### src/rtl/fmdiv_pkg.sv
package fmdiv_pkg;

    // Field widths of the divide control word
    localparam int DEF_MAIN_W    = 9;
    localparam int DEF_SWAL_W    = 4;
    // Short prescaler modulus; the long one is one more
    localparam int DEF_PRE_SHORT = 10;

    typedef enum logic {
        MODE_PRESCALED = 1'b0,
        MODE_DIRECT    = 1'b1
    } div_mode_e;

    function automatic div_mode_e mode_of(input logic direct);
        return direct ? MODE_DIRECT : MODE_PRESCALED;
    endfunction

endpackage

### src/rtl/mod_prescaler.sv
module mod_prescaler
    import fmdiv_pkg::*;
#(
    parameter int PRE_SHORT = DEF_PRE_SHORT
) (
    input  logic      clk,
    input  logic      rst,
    input  div_mode_e mode,
    input  logic      long_next,
    output logic      step
);
    localparam int PC_W = $clog2(PRE_SHORT + 1);
    localparam logic [PC_W-1:0] LOAD_LONG  = PC_W'(PRE_SHORT);
    localparam logic [PC_W-1:0] LOAD_SHORT = PC_W'(PRE_SHORT - 1);
    localparam logic [PC_W-1:0] PC_ONE     = PC_W'(1);

    logic [PC_W-1:0] cnt_q;

    // A step ends whenever the countdown is spent; in direct mode every cycle is a step
    assign step = (mode == MODE_DIRECT) || (cnt_q == '0);

    always_ff @(posedge clk) begin
        if (rst || step) begin
            cnt_q <= long_next ? LOAD_LONG : LOAD_SHORT;
        end else begin
            cnt_q <= cnt_q - PC_ONE;
        end
    end

    // after a step the countdown restarts at one of the two moduli
    a_r3_modulus_load: assert property (@(posedge clk) disable iff (rst)
        (mode == MODE_PRESCALED && cnt_q == '0) |=> (cnt_q == LOAD_LONG || cnt_q == LOAD_SHORT));

    // inside a step the countdown falls by one per input cycle
    a_r3_count_down: assert property (@(posedge clk) disable iff (rst)
        (mode == MODE_PRESCALED && cnt_q != '0) |=> (cnt_q == $past(cnt_q) - PC_ONE));

endmodule

### src/rtl/swallow_ctrl.sv
module swallow_ctrl
    import fmdiv_pkg::*;
#(
    parameter int MAIN_W = DEF_MAIN_W,
    parameter int SWAL_W = DEF_SWAL_W
) (
    input  logic              clk,
    input  logic              rst,
    input  div_mode_e         mode,
    input  logic              step,
    input  logic [MAIN_W-1:0] main_load,
    input  logic [SWAL_W-1:0] swal_load,
    output logic              long_next,
    output logic              term
);
    localparam logic [MAIN_W-1:0] MAIN_ONE = MAIN_W'(1);
    localparam logic [SWAL_W-1:0] SWAL_ONE = SWAL_W'(1);

    logic [MAIN_W-1:0] main_q, main_d;
    logic [SWAL_W-1:0] swal_q, swal_d;

    assign term = step && (main_q == '0);

    always_comb begin
        main_d = main_q;
        swal_d = swal_q;
        if (rst || term) begin
            main_d = main_load;
            swal_d = swal_load;
        end else if (step) begin
            main_d = main_q - MAIN_ONE;
            swal_d = (swal_q != '0) ? swal_q - SWAL_ONE : swal_q;
        end
    end

    // The prescaler stays on the long modulus while swallow steps remain
    assign long_next = (swal_d != '0);

    always_ff @(posedge clk) begin
        main_q <= main_d;
        swal_q <= swal_d;
    end

    // a new period takes the counts present at its boundary
    a_r5_reload: assert property (@(posedge clk) disable iff (rst)
        term |=> (main_q == $past(main_load) && swal_q == $past(swal_load)));

    // in direct mode the main count falls every input cycle
    a_r4_direct_step: assert property (@(posedge clk) disable iff (rst)
        (mode == MODE_DIRECT && main_q != '0) |=> (main_q == $past(main_q) - MAIN_ONE));

    // swallow steps are used up before the main count runs out (given A <= M)
    a_r3_swallow_first: assert property (@(posedge clk) disable iff (rst)
        (mode == MODE_PRESCALED && step && swal_q != '0) |-> (main_q != '0));

endmodule

### src/rtl/fm_feedback_divider.sv
module fm_feedback_divider
    import fmdiv_pkg::*;
#(
    parameter int MAIN_W    = DEF_MAIN_W,
    parameter int SWAL_W    = DEF_SWAL_W,
    parameter int PRE_SHORT = DEF_PRE_SHORT
) (
    input  logic                     clk,
    input  logic                     rst,
    input  logic [MAIN_W+SWAL_W-1:0] div_word,
    input  logic                     direct_mode,
    output logic                     cmp_pulse
);
    localparam int WORD_W = MAIN_W + SWAL_W;

    div_mode_e         mode;
    logic              step;
    logic              long_next;
    logic              term;
    logic [MAIN_W-1:0] main_load;
    logic [SWAL_W-1:0] swal_load;
    logic              pulse_q;

    assign mode      = mode_of(direct_mode);
    assign main_load = div_word[WORD_W-1:SWAL_W];
    assign swal_load = div_word[SWAL_W-1:0];

    mod_prescaler #(
        .PRE_SHORT (PRE_SHORT)
    ) u_presc (
        .clk       (clk),
        .rst       (rst),
        .mode      (mode),
        .long_next (long_next),
        .step      (step)
    );

    swallow_ctrl #(
        .MAIN_W (MAIN_W),
        .SWAL_W (SWAL_W)
    ) u_ctrl (
        .clk       (clk),
        .rst       (rst),
        .mode      (mode),
        .step      (step),
        .main_load (main_load),
        .swal_load (swal_load),
        .long_next (long_next),
        .term      (term)
    );

    always_ff @(posedge clk) begin
        if (rst) begin
            pulse_q <= 1'b0;
        end else begin
            pulse_q <= term;
        end
    end

    assign cmp_pulse = pulse_q;

    // in prescaled mode a pulse never lasts two cycles
    a_r2_single_pulse: assert property (@(posedge clk) disable iff (rst)
        (cmp_pulse && !direct_mode) |=> !cmp_pulse);

    // the cycle after a reset edge shows no pulse
    a_r6_reset_quiet: assert property (@(posedge clk)
        $past(rst) |-> !cmp_pulse);

endmodule

### config.mk
export PLATFORM = sky130hd
export DESIGN_NAME = fm_feedback_divider
export DESIGN_NICKNAME = d
export VERILOG_FILES = /design/src/rtl/fmdiv_pkg.sv /design/src/rtl/mod_prescaler.sv /design/src/rtl/swallow_ctrl.sv /design/src/rtl/fm_feedback_divider.sv
export SDC_FILE = /design/constraint.sdc
export NUM_CORES = 1
export LEC_CHECK = 0
export CAP_MARGIN = 0
export CORE_MARGIN = 8
export CORE_UTILIZATION = 45
export CTS_CLUSTER_DIAMETER = 50
export DETAILED_ROUTE_END_ITERATION = 6
export GPL_TIMING_DRIVEN = 1
export PLACE_DENSITY = 0.69
export SKIP_CTS_REPAIR_TIMING = 1
export SKIP_LAST_GASP = 1
export SYNTH_ARGS = -nofsm -noshare
export SYNTH_HDL_FRONTEND = slang
export SYNTH_HIERARCHICAL = 1
export SYNTH_SLANG_ARGS = --single-unit
### constraint.sdc
create_clock -name clk -period 2.5 [get_ports clk]
set_input_delay 0.5 -clock clk [delete_from_list [all_inputs] [get_ports clk]]
set_output_delay 0.5 -clock clk [all_outputs]
set_load 0.03 [all_outputs]
==> results.tsv <==
stage	metric	value	unit
logic_synthesis	synth_async_sr_flop_share	0	%
logic_synthesis	cell_area_after_technology_mapping	1090	µm²
finish	most_frequent_standard_cell_in_the_layout_excluding_fill_and_tap_cells	sky130_fd_sc_hd__clkdlybuf4s50_1	
grt	grt_start_max_net_pins	15	
grt	grt_first_pass_wirelength	3550	µm
clocking	clk-insertion-delay-late	0.29	ns
floorplanning	floorplan.die.width	65.2	µm
sta	maximum_clock_frequency	0.458	GHz
run	drv_cap	0	
detailed_routing	topRoutingLayerUsed	met4	
logic_synthesis	postSynthNetCount	131	
critical_path	critPathRequiredTime	2.69	ns
sta	maxSlewViolCount	0	
placement	finalWeightedCongestion	0.768	
pwr	seqPwrFrac	53.2	%
placement	io_buffer_count	16	
placement	preCtsSetupSlack	0.173	ns
finish	post_route_cells_drive_above_1_share	13.0	%
pwr	p_leak	0.492	nW
detailed_routing	drt-pass1-iter-count	4	
sta	setup-tns-final	0	ns
critical_path	worstPathArrival	2.37	ns
detailed_routing	ant_nets	0	
sta	worstMarginPinSlew	0.399	ns
sta	fin_crit_sh	87.4	%
clocking	numCtsBuffers	3	
grt	grt.total_usage	10.5	%
floorplanning	initial_utilization	45.5	%
critical_path	slowest_delay	0.37	ns
grt	globalRouteOverflowTotal	0	
logic_synthesis	synth_seq_area_share	41.4	%
critical_path	timing.critical_path.max_delay_family	simple AND/OR/NAND/NOR gates	
logic_synthesis	ys_warn_count	6	
clocking	clock_sinks	18	
logic_synthesis	number_of_enable_type_register_cells_in_the_synthesized_netlist	9	
clocking	htree_levels	1	
finish	layout-area-overhead-vs-synth	21.3	%
pwr	power_switching	0.198	mW
logic_synthesis	synthesis.instances	112	
sta	final-setup-viol-count	0	
finish	final_cell_mix	sky130_fd_sc_hd__clkdlybuf4s50_1, sky130_fd_sc_hd__nor2_1, sky130_fd_sc_hd__a21oi_1	
floorplanning	boundaryPins	17	
critical_path	critical_path.cell_chain	inv_1 > ha_1 > nor3b_1 > or2_2 > nor4b_1 > mux2i_1 > o21a_1 > a31oi_1 > inv_1 > mux2i_1	
sta	layout_setup_ws	0.315	ns
critical_path	critical_path.slowest_cell	sky130_fd_sc_hd__nor4b_1	
clocking	cts_tree	done	
critical_path	worst-setup-path-type	reg2reg	
pwr	cellPowerDensity	545	nW/µm²
pwr	combPwrFrac	21.8	%
finish	nNetsFinal	151	
detailed_routing	routed-wl-met3	80	µm
detailed_routing	routed-wl-met2	965	µm
sta	setup_repair_after_global_routing_missed_its_margin	no	
detailed_routing	drc	0	
floorplanning	fp.dieH	65.2	µm
clocking	ctsLongestPathBuffers	2	
pwr	ir_drop	278	µV
pwr	clkPwrFrac	25.0	%
run_status	run_status	finished, final reports clean	
critical_path	cp.buffers_inverters	2	
floorplanning	fp.dieArea	4250	µm²
min_path	hold_path_class	reg2reg	
floorplanning	placeableCoreArea	2390	µm²
critical_path	crit_path_start_kind	flop	
floorplanning	std_cell_rows	18	
detailed_routing	route.layer.met1.wl	1010	µm
pwr	power.share.switching	27.6	%
clocking	clkTransAtPathRegs	0.11	ns
grt	initial_antenna_violation_count	0	
placement	hpwl	1560	µm
pwr	internal_power_of_the_cells	0.521	mW
detailed_routing	vias_per_cell	5.19	
sta	timing_hold_violations_final	0	
detailed_routing	count_of_vias_placed_by_the_detailed_router	836	
critical_path	crit_fanout	13	
detailed_routing	first_iter_violations	36	
logic_synthesis	yosys.cell_types.count	38	
detailed_routing	routedWlPerCell	12.8	µm
logic_synthesis	synthFlopType	sky130_fd_sc_hd__edfxtp_1	
critical_path	worst_setup_path_end_kind	flop	
logic_synthesis	synthesis.area_per_instance	9.71	µm²
clocking	cts.root.buffer_cell	sky130_fd_sc_hd__clkbuf_4	
detailed_routing	finalWirelength	2070	µm
sta	maxSlewHeadroom	73.3	%
sta	final_period_minus_worst_setup_slack	2.18	ns
grt	vias_in_the_first_global_route	800	
sta	finalClockSkew	0.00642	ns
finish	antenna-diode-count	0	
logic_synthesis	synth_seq_cells	18	
metal layers:
metal,vias up,global-route usage (%)
met5,-,0
li1,436,-
met1,387,13.6
met4,0,4.90
met2,11,16.0
met3,2,2.55
area by class of cell:
type | instances | area [µm²]
inverters | 9 | 33.8
repair buffers | 19 | 183
fillers | 224 | 1070
multi-input cells | 81 | 578
flip-flops and latches | 18 | 450
clock buffers | 4 | 36.3
well taps | 30 | 37.5
registers in the layout, summed over array words and instances, names as in the netlist:
signal         count
u_ctrl/swal_q      4
u_ctrl/main_q      9
u_presc/cnt_q      4
cmp_pulse          1
synth_stat cells (all sizes together) (2+ instances only):
cell type,instances,area share [%]
a21oi,13,6.0
edfxtp,9,25
inv,9,3.1
dfxtp,9,17
ha,3,3.5
nand2,4,1.4
nor3,2,0.92
or2,2,1.2
buf,3,2.0
nor2b,2,1.8
o21ai,2,1.3
nor4b,3,3.8
nand2b,4,2.3
nor2,14,4.8
nor3b,4,2.8
xor2,2,1.6
xnor2,6,4.8
nand3,3,1.4
mux2i,3,2.8
final timing paths:
| check | startpoint | end | slack [ns] | depth (start not counted) |
|---|---|---|---|---|
| setup / recovery | u_presc/cnt_q[0] | u_presc/cnt_q[1] | 0.32 | 10 |
| hold / removal | u_presc/cnt_q[0] | u_presc/cnt_q[0] | 0.47 | 1 |
| setup reg to reg | u_presc/cnt_q[0] | u_presc/cnt_q[1] | 0.32 | 10 |
| hold reg to reg | u_presc/cnt_q[0] | u_presc/cnt_q[0] | 0.47 | 1 |
through the flow:
step                      instances  instance area [µm²]  utilization (%)  hold slack, ns  total power [mW]
after global routing            161                 1320             55.2           0.518             0.763
final                           161                 1320             55.2           0.472             0.719
after global placement          157                 1280             53.7           0.452             0.537
after CTS                       161                 1320             55.2           0.476             0.725
after floorplan                 112                 1090                -           0.435             0.491
after detailed placement        157                 1280             53.7           0.460             0.544
cell families after synthesis:
kind of cell | Yosys count | share of synthesized area (%)
buffers and inverters | 13 | 5.41
AO/OA/AOI/OAI | 21 | 12.5
adder cells (fa/ha/maj) | 3 | 3.45
XOR/XNOR | 8 | 6.44
flip-flops | 18 | 41.4
multiplexers | 4 | 3.80
AND/OR/NAND/NOR | 45 | 26.9
worst reg2reg max path, stage by stage (launching register included):
cell and delay (ns):
sky130_fd_sc_hd__dfxtp_1 0.34, sky130_fd_sc_hd__inv_1 0.05, sky130_fd_sc_hd__ha_1 0.17, sky130_fd_sc_hd__nor3b_1 0.23
sky130_fd_sc_hd__or2_2 0.28, sky130_fd_sc_hd__nor4b_1 0.37, sky130_fd_sc_hd__mux2i_1 0.29, sky130_fd_sc_hd__o21a_1 0.15
sky130_fd_sc_hd__a31oi_1 0.09, sky130_fd_sc_hd__inv_1 0.06, sky130_fd_sc_hd__mux2i_1 0.06
power by group through the flow:
| stage | clock [mW] | sequential, mW | combinational (mW) |
|---|---|---|---|
| after floorplan | 0 | 0.381 | 0.110 |
| after global placement | 0 | 0.387 | 0.150 |
| after global routing | 0.201 | 0.387 | 0.175 |
| final | 0.180 | 0.382 | 0.157 |
| after detailed placement | 0 | 0.389 | 0.155 |
| after CTS | 0.186 | 0.382 | 0.157 |
Note: power is estimated with default switching activity, not from simulation.
